--- config.mk ---
export PLATFORM = sky130hd
export DESIGN_NAME = flash_rmode_tracker
export DESIGN_NICKNAME = d
export VERILOG_FILES = /design/src/rtl/flash_rmode_pkg.sv /design/src/rtl/frt_cmd_decode.sv /design/src/rtl/frt_mode_fsm.sv /design/src/rtl/frt_read_route.sv /design/src/rtl/flash_rmode_tracker.sv
export SDC_FILE = /design/constraint.sdc
export NUM_CORES = 1
export LEC_CHECK = 0
export BUFFER_PORTS_ARGS = -buffer_cell sky130_fd_sc_hd__buf_2
export CELL_PAD_IN_SITES_DETAIL_PLACEMENT = 1
export CELL_PAD_IN_SITES_GLOBAL_PLACEMENT = 1
export CORE_MARGIN = 1.5
export CORE_UTILIZATION = 35
export DETAILED_ROUTE_END_ITERATION = 6
export PLACE_DENSITY_LB_ADDON = 0.1
export SETUP_SLACK_MARGIN = 0.02
export SLEW_MARGIN = 20
export SYNTH_ARGS = -nofsm -noshare
export SYNTH_HDL_FRONTEND = slang
export SYNTH_SLANG_ARGS = --single-unit
export TNS_END_PERCENT = 20
--- constraint.sdc ---
create_clock -name clk -period 2.75 [get_ports clk]
set_clock_uncertainty 0.1 [all_clocks]
set_input_delay 0.55 -clock clk [delete_from_list [all_inputs] [get_ports clk]]
set_output_delay 0.55 -clock clk [all_outputs]
set_load 0.01 [all_outputs]
--- src/rtl/flash_rmode_pkg.sv ---
package flash_rmode_pkg;

   typedef enum logic [1:0] {
      MODE_ARRAY = 2'b00,
      MODE_IDENT = 2'b01,
      MODE_QUERY = 2'b10
   } rmode_t;

   typedef struct packed {
      logic go_query;
      logic go_ident;
      logic go_back;
   } cmd_t;

   localparam int unsigned CMD_MIN_W = 11;

   localparam logic [7:0] OP_QUERY   = 8'h98;
   localparam logic [7:0] OP_BACK    = 8'hF0;
   localparam logic [7:0] OP_UNLK_A  = 8'hAA;
   localparam logic [7:0] OP_UNLK_B  = 8'h55;
   localparam logic [7:0] OP_IDENT   = 8'h90;

   localparam logic [10:0] OFF_QUERY = 11'h055;
   localparam logic [10:0] OFF_UNLK1 = 11'h555;
   localparam logic [10:0] OFF_UNLK2 = 11'h2AA;

endpackage

--- src/rtl/frt_cmd_decode.sv ---
module frt_cmd_decode
   import flash_rmode_pkg::*;
#(
   parameter int unsigned DATA_W = 8,
   parameter int unsigned CMD_W  = 11
) (
   input  logic              clk,
   input  logic              rst_n,
   input  logic              wr_en,
   input  logic [CMD_W-1:0]  cmd_off,
   input  logic [DATA_W-1:0] wdata,
   output cmd_t              cmd
);

   typedef enum logic [1:0] {
      UNLK_IDLE = 2'b00,
      UNLK_ONE  = 2'b01,
      UNLK_TWO  = 2'b10
   } unlk_t;

   unlk_t unlk_q, unlk_d;

   logic hit_a, hit_b, hit_id, hit_q, hit_back;

   always_comb begin
      hit_a    = (wdata == DATA_W'(OP_UNLK_A)) && (cmd_off == CMD_W'(OFF_UNLK1));
      hit_b    = (wdata == DATA_W'(OP_UNLK_B)) && (cmd_off == CMD_W'(OFF_UNLK2));
      hit_id   = (wdata == DATA_W'(OP_IDENT))  && (cmd_off == CMD_W'(OFF_UNLK1));
      hit_q    = (wdata == DATA_W'(OP_QUERY))  && (cmd_off == CMD_W'(OFF_QUERY));
      hit_back = (wdata == DATA_W'(OP_BACK));
   end

   always_comb begin
      unlk_d = unlk_q;
      if (wr_en) begin
         if (hit_a)                          unlk_d = UNLK_ONE;
         else if (unlk_q == UNLK_ONE && hit_b) unlk_d = UNLK_TWO;
         else                                unlk_d = UNLK_IDLE;
      end
   end

   always_ff @(posedge clk or negedge rst_n) begin
      if (!rst_n) unlk_q <= UNLK_IDLE;
      else        unlk_q <= unlk_d;
   end

   always_comb begin
      cmd.go_query = wr_en && hit_q;
      cmd.go_ident = wr_en && hit_id && (unlk_q == UNLK_TWO);
      cmd.go_back  = wr_en && hit_back;
   end

endmodule

--- src/rtl/frt_mode_fsm.sv ---
module frt_mode_fsm
   import flash_rmode_pkg::*;
#(
   parameter int unsigned BANK_W = 4
) (
   input  logic              clk,
   input  logic              rst_n,
   input  cmd_t              cmd,
   input  logic [BANK_W-1:0] wbank,
   output rmode_t            mode,
   output logic [BANK_W-1:0] qbank,
   output logic [BANK_W-1:0] ibank,
   output logic              prev_ident
);

   always_ff @(posedge clk or negedge rst_n) begin
      if (!rst_n) begin
         mode       <= MODE_ARRAY;
         qbank      <= '0;
         ibank      <= '0;
         prev_ident <= 1'b0;
      end else begin
         unique case (mode)
            MODE_ARRAY: begin
               if (cmd.go_ident) begin
                  mode  <= MODE_IDENT;
                  ibank <= wbank;
               end else if (cmd.go_query) begin
                  mode       <= MODE_QUERY;
                  qbank      <= wbank;
                  prev_ident <= 1'b0;
               end
            end
            MODE_IDENT: begin
               if (cmd.go_back) begin
                  mode <= MODE_ARRAY;
               end else if (cmd.go_query && (wbank == ibank)) begin
                  mode       <= MODE_QUERY;
                  qbank      <= wbank;
                  prev_ident <= 1'b1;
               end
            end
            MODE_QUERY: begin
               if (cmd.go_back) mode <= prev_ident ? MODE_IDENT : MODE_ARRAY;
            end
            default: mode <= MODE_ARRAY;
         endcase
      end
   end

endmodule

--- src/rtl/frt_read_route.sv ---
module frt_read_route
   import flash_rmode_pkg::*;
#(
   parameter int unsigned BANK_W  = 4,
   parameter int unsigned QADDR_W = 8
) (
   input  logic               rd_en,
   input  logic [BANK_W-1:0]  rbank,
   input  logic [QADDR_W-1:0] rlow,
   input  rmode_t             mode,
   input  logic [BANK_W-1:0]  qbank,
   input  logic [BANK_W-1:0]  ibank,
   output logic [1:0]         rd_src,
   output logic [QADDR_W-1:0] qry_addr
);

   logic sel_q, sel_i;

   always_comb begin
      sel_q    = rd_en && (mode == MODE_QUERY) && (rbank == qbank);
      sel_i    = rd_en && (mode == MODE_IDENT) && (rbank == ibank);
      rd_src   = sel_q ? MODE_QUERY : (sel_i ? MODE_IDENT : MODE_ARRAY);
      qry_addr = sel_q ? rlow : '0;
   end

endmodule

--- src/rtl/flash_rmode_tracker.sv ---
module flash_rmode_tracker
   import flash_rmode_pkg::*;
#(
   parameter int unsigned ADDR_W   = 23,
   parameter int unsigned DATA_W   = 8,
   parameter int unsigned BANK_LSB = 19,
   parameter int unsigned BANK_W   = 4,
   parameter int unsigned CMD_W    = 11,
   parameter int unsigned QADDR_W  = 8
) (
   input  logic               clk,
   input  logic               rst_n,
   input  logic               wr_en,
   input  logic               rd_en,
   input  logic [ADDR_W-1:0]  addr,
   input  logic [DATA_W-1:0]  wdata,
   output logic [1:0]         rd_src,
   output logic [QADDR_W-1:0] qry_addr
);

   localparam int unsigned BANK_MSB = BANK_LSB + BANK_W - 1;

   generate
      if (BANK_MSB >= ADDR_W) begin : g_bad_bank
         $error("bank field exceeds address width");
      end
      if (CMD_W < CMD_MIN_W || CMD_W > BANK_LSB) begin : g_bad_cmd
         $error("command offset width out of range");
      end
      if (QADDR_W > BANK_LSB) begin : g_bad_qaddr
         $error("query index overlaps bank field");
      end
      if (DATA_W < 8) begin : g_bad_data
         $error("data width below command opcode width");
      end
   endgenerate

   cmd_t              cmd;
   rmode_t            mode;
   logic [BANK_W-1:0] qbank;
   logic [BANK_W-1:0] ibank;
   logic              prev_ident;
   logic [BANK_W-1:0] abank;

   assign abank = addr[BANK_MSB:BANK_LSB];

   frt_cmd_decode #(.DATA_W(DATA_W), .CMD_W(CMD_W)) u_dec (
      .clk     (clk),
      .rst_n   (rst_n),
      .wr_en   (wr_en),
      .cmd_off (addr[CMD_W-1:0]),
      .wdata   (wdata),
      .cmd     (cmd)
   );

   frt_mode_fsm #(.BANK_W(BANK_W)) u_fsm (
      .clk        (clk),
      .rst_n      (rst_n),
      .cmd        (cmd),
      .wbank      (abank),
      .mode       (mode),
      .qbank      (qbank),
      .ibank      (ibank),
      .prev_ident (prev_ident)
   );

   frt_read_route #(.BANK_W(BANK_W), .QADDR_W(QADDR_W)) u_rt (
      .rd_en    (rd_en),
      .rbank    (abank),
      .rlow     (addr[QADDR_W-1:0]),
      .mode     (mode),
      .qbank    (qbank),
      .ibank    (ibank),
      .rd_src   (rd_src),
      .qry_addr (qry_addr)
   );

endmodule

Yosys cells after proc, flatten, opt, wreduce, memory -nomap -nowiden
Cells that the tools add are included.
W data, S select, Z words.
- bits in registers: 13
- bits of input ports: 35
- output and inout bits: 10
- logic and storage cells: 67
- equal/unequal tests: 21
- multiplexer cells: 22
- reduce and logical (&&, ||, !) cells: 19
- operator list (cell ; count):
    $eq A8 B8 Y1 const B ; 4
    $mux W2 ; 8
    $mux W4 ; 4
    $logic_and A1 B1 Y1 ; 14
    $eq A11 B10 Y1 const B ; 1
    $eq A11 B11 Y1 const B ; 1
    $eq A11 B7 Y1 const B ; 1
    $eq A4 B4 Y1 ; 2
    $eq A8 B7 Y1 const B ; 1
    $mux W8 ; 1
    $pmux W4 S2 ; 1
    $mux W1 ; 6
    $ne A2 B2 Y1 const B ; 3
    $ne A3 B2 Y1 const B ; 2
    $pmux W2 S3 ; 1
    $reduce_and A5 Y1 ; 1
    $eq A2 B1 Y1 const B ; 2
    $eq A2 B2 Y1 const B ; 2
    $ne A2 B1 Y1 const B ; 2
    $reduce_and A3 Y1 ; 1
    $logic_not A2 Y1 ; 1
    $pmux W1 S2 ; 1
    $reduce_and A2 Y1 ; 1
    $reduce_bool A2 Y1 ; 1

Longest topological paths before layout
- depth after elaboration: 7
- depth in mapped cells: 5

Hierarchy
A second synthesis with hierarchy kept.
- cell total of the unflattened synthesis: 103
- area total of the unflattened synthesis: 999.7 um^2
- by module, submodules not included (module ; instances ; cells an instance ; area an instance (um^2) ; sequential area each (um^2)):
    frt_mode_fsm ; 1 ; 40 ; 528.0 ; 275.3
    frt_cmd_decode ; 1 ; 32 ; 269.0 ; 50.0
    frt_read_route ; 1 ; 31 ; 202.7 ; 0.0

Worst setup path after synthesis
No wires, ideal clock.
- kind: input to output
- start: in addr[20]
- end: out qry_addr[0]
- arrival: 1607 ps
- data required time: 2100 ps
- path slack: 493 ps
- stages on the path: 4
- cell sequence: xnor2_1 -> nand3_1 -> nor4_1 -> and2_1
- word-level cells in the longest chain between the ends: 3
- ends and longest elaborated chain (what ; line ; source):
    from (decl) ; flash_rmode_tracker.sv:15 ; input logic [ADDR_W-1:0] addr,
    $eq A4 B4 Y1 ; frt_read_route.sv:20 ; sel_q = rd_en && (mode == MODE_QUERY) && (rbank == qbank);
    $logic_and A1 B1 Y1 ; frt_read_route.sv:20 ;
    named net u_rt.sel_q ; frt_read_route.sv:17 ; logic sel_q, sel_i;
    $mux W8 ; frt_read_route.sv:23 ; qry_addr = sel_q ? rlow : '0;
    to (decl) ; flash_rmode_tracker.sv:18 ; output logic [QADDR_W-1:0] qry_addr
The timed path passes the listed nets, and every way through them passes these cells.

Worst setup path after layout
- start: in addr[20]
- end: out qry_addr[1]
- word-level cells in the longest chain between the ends: 3
- ends and longest elaborated chain (what ; line):
    $eq A4 B4 Y1 ; frt_read_route.sv:20
    $logic_and A1 B1 Y1 ; frt_read_route.sv:20
    $mux W8 ; frt_read_route.sv:23
Every way passes these cells.

==> flow_summary.json <==
{
  "switching_share_pct": 22.9,
  "synth.ff_latch_count": 13,
  "worst_hold_path_type": "in -> async",
  "die-area_um2": 2800,
  "flow.area_growth_from_synthesis_pct": 28.6,
  "slew-limit-headroom_pct": 72.0,
  "worst_setup_hold_path_clk_slew_ns": 0.07,
  "critical_path.cell_chain": "buf_2 > xnor2_1 > nand3_1 > nor4_1 > buf_4 > and2_1 > buf_2",
  "grt_setup_unrepaired": "false",
  "post_cts.repair.setup_buffers": 0,
  "synthDistinctLibCells": 34,
  "cts_made_buffers": 3,
  "crit_path_top_delay_cell": "sky130_fd_sc_hd__nor4_1",
  "place_area_um2": 1090,
  "synth-adder-area-share_pct": 0,
  "final_layout_size_suffix_gt1_share_pct": 46.0,
  "criticalPathCategory": "in -> out",
  "worstPathRequired_ns": 2.10,
  "grt_use_total_pct": 18.4,
  "finalSetupTns_ns": 0,
  "nNetsFinal": 160,
  "total_leakage_power_nw": 0.557,
  "cts.sink_count": 13,
  "synthCells": 83,
  "clock_insertion_delay_worst_skew_ns": 0.27,
  "pwr-share-comb_pct": 13.4,
  "setup-violations-final": 0,
  "detailedRoute.firstIterationViolations": 9,
  "finalInstanceArea_um2": 1120,
  "syn_avg_cell_area_um2": 10.5,
  "synth.most_common_cell": "sky130_fd_sc_hd__dfrtp_1",
  "cp.arrival_ns": 1.71,
  "power_density_nw_per_um2": 312,
  "period_share_pct": 85.9,
  "max_fanout_on_critical_path": 9,
  "io-pin-count": 45,
  "timing_max_transition_violations_final": 0,
  "cellInternalPower_uw": 270,
  "diodes": 0,
  "wl_mm": 2.10,
  "vias": 795,
  "rows": 17,
  "synth_area_leader_cell": "sky130_fd_sc_hd__dfrtp_1",
  "ctsHtreeMaxLevel": 1,
  "grt_pass1_vias": 828,
  "p_seq_share_pct": 54.6,
  "synthXorXnorAreaFrac_pct": 8.03,
  "worst_setup_path_end_kind": "output pin",
  "drtAntennaViolNets": 0,
  "synth-compound-area-share_pct": 4.73,
  "grt_first_pass_wirelength_mm": 3.72,
  "horizontal_die_dimension_um": 52.9,
  "cp_common_cell": "sky130_fd_sc_hd__buf_2",
  "muxShareOfSynthArea_pct": 12.8,
  "netlist_top_cells_count": "sky130_fd_sc_hd__dfrtp_1 (13), sky130_fd_sc_hd__mux2_2 (9), sky130_fd_sc_hd__and2_1 (8)",
  "gp_routability_congestion": 0.809,
  "hold_viol_final": 0,
  "synth_enable_flop_cells": 0,
  "postCtsHoldBufs": 0,
  "post-route-min-period_ns": 2.36,
  "max_slew.worst_pin.slew_ns": 0.414,
  "maximum_clock_frequency_mhz": 423,
  "overflow_left_after_global_routing": 0,
  "synthArstFlopShare_pct": 100,
  "routed_via_density": 5.23,
  "firstDrtPassIters": 4,
  "design.core.area_um2": 2280,
  "post_synth_main_area_contributors": "sky130_fd_sc_hd__dfrtp_1 (37%), sky130_fd_sc_hd__mux2_2 (12%), sky130_fd_sc_hd__xnor2_1 (7.0%)",
  "detailedPlacementHpwl_mm": 1.84,
  "fp.dieH_um": 52.9,
  "cts.repair.resized": 0,
  "vdd_ir_drop_max_mv": 0.294,
  "start_kind": "input port",
  "post_synthesis_sequential_area_ratio_pct": 37.3,
  "antenna_found_initial": 0,
  "drt_drc_violations_left": 0,
  "critPathMaxStageDelay_ns": 0.29,
  "yosys.area_share.simple_pct": 35.4,
  "maxCapViolCount": 0,
  "io_buffer_count": 36,
  "syn_area_um2": 872,
  "ys.flop_type": "sky130_fd_sc_hd__dfrtp_1",
  "syn_nets": 118,
  "ctsRootBufferMaster": "sky130_fd_sc_hd__clkbuf_4",
  "synth-warning-count": 0,
  "power.switching_uw": 80.2,
  "wl_per_cell_um": 13.8,
  "dominant_combinational_cell_family_by_area_after_synthesis": "simple AND/OR/NAND/NOR gates",
  "yosys.area.top_type_share_pct": 37.3,
  "clock_tree_buf_depth": 2,
  "result_of_the_run": "completed",
  "grt_max_degree": 14,
  "initial_standard_cell_utilization_of_the_core_pct": 38.3,
  "clockPowerShare_pct": 32.0,
  "tritoncts": "done"
}
-- layout make-up --
type | count | area (um^2)
fill | 268 | 1150
clock buffer | 4 | 26.3
timing repair buffer | 38 | 195
tap | 28 | 35.0
inverter | 2 | 7.51
sequential | 13 | 325
multi-input combinational | 67 | 532
-- cells by family (layout without fill, tap and decap cells) --
group | after synthesis | count (layout)
compound gates | 6 | 6
simple gates | 43 | 43
buf+inv | 3 | 44
mux | 10 | 10
flops | 13 | 13
xor+xnor | 8 | 8
-- worst paths after layout --
kind | from | end | slack (ns) | cells after the start
max | addr[20] | qry_addr[1] | 0.39 | 7
min | rst_n | u_fsm.mode[1] | 0.04 | 1
max reg2reg | u_fsm.ibank[0] | u_fsm.qbank[1] | 0.97 | 5
min reg2reg | u_dec.unlk_q[1] | u_dec.unlk_q[1] | 0.37 | 1
max in group asynchronous | rst_n | u_dec.unlk_q[0] | 2.28 | 1
min in group clk | u_dec.unlk_q[1] | u_dec.unlk_q[1] | 0.37 | 1
-- power by group through the flow --
stage | registers, mW | clock network (mW) | logic [mW]
final | 0.191 | 0.112 | 0.0469
after CTS | 0.191 | 0.120 | 0.0477
after detailed placement | 0.195 | 0 | 0.0475
after global placement | 0.195 | 0 | 0.0464
after floorplan | 0.195 | 0 | 0.0140
after global routing | 0.191 | 0.132 | 0.0533
-- cells in the final DEF (no fill, tap or decap), drive strengths merged --
cell and count:
buf 38, dfrtp 13, mux2 9, and2 8, xnor2 7, nor3 5, clkbuf 4, nor4 3
nand4 3, nor2 3, inv 2, nand3 2, nand2b 2, nor3b 2, nand2 2, and4b 2
nor4b 2, a21oi 2, or4 2, o21ai 2, xor2 1, or2b 1, and4bb 1, and3 1
nor4bb 1, nand3b 1, a21boi 1, nand4bb 1, and2b 1, a311o 1, mux2i 1
-- flip-flops by register name (all words and copies together) (netlist names) --
name	cells
u_fsm.prev_ident	1
u_dec.unlk_q	2
u_fsm.qbank	4
u_fsm.ibank	4
u_fsm.mode	2
-- critical path, delay by kind of cell --
kind / cells / cell delay (ns)
and+or+nand+nor: 3 / 0.52
xor gates and xnor gates: 1 / 0.20
buffers and inverters: 3 / 0.45
-- metal layers --
| layer | vias to the layer above | routed length [um] | track usage [%] |
|---|---|---|---|
| met3 | 2 | 102 | 5.08 |
| li1 | 395 | - | - |
| met2 | 19 | 1020 | 30.6 |
| met5 | - | 0 | 0 |
| met4 | 0 | 14 | 5.13 |
| met1 | 379 | 965 | 23.4 |
-- stage by stage --
step	hold slack, ns	std cells	setup slack, ns	total power [mW]	util, %
5_1_grt	0.0478	152	0.154	0.376	49.3
6_report	0.0446	152	0.388	0.350	49.3
2_1_floorplan	0.154	83	0.493	0.209	-
4_1_cts	0.0426	152	0.371	0.358	49.3
3_3_place_gp	0.353	148	0.391	0.241	48.1
3_5_place_dp	0.348	148	0.373	0.242	48.1
No activity file was read; power rests on OpenSTA's default activity.
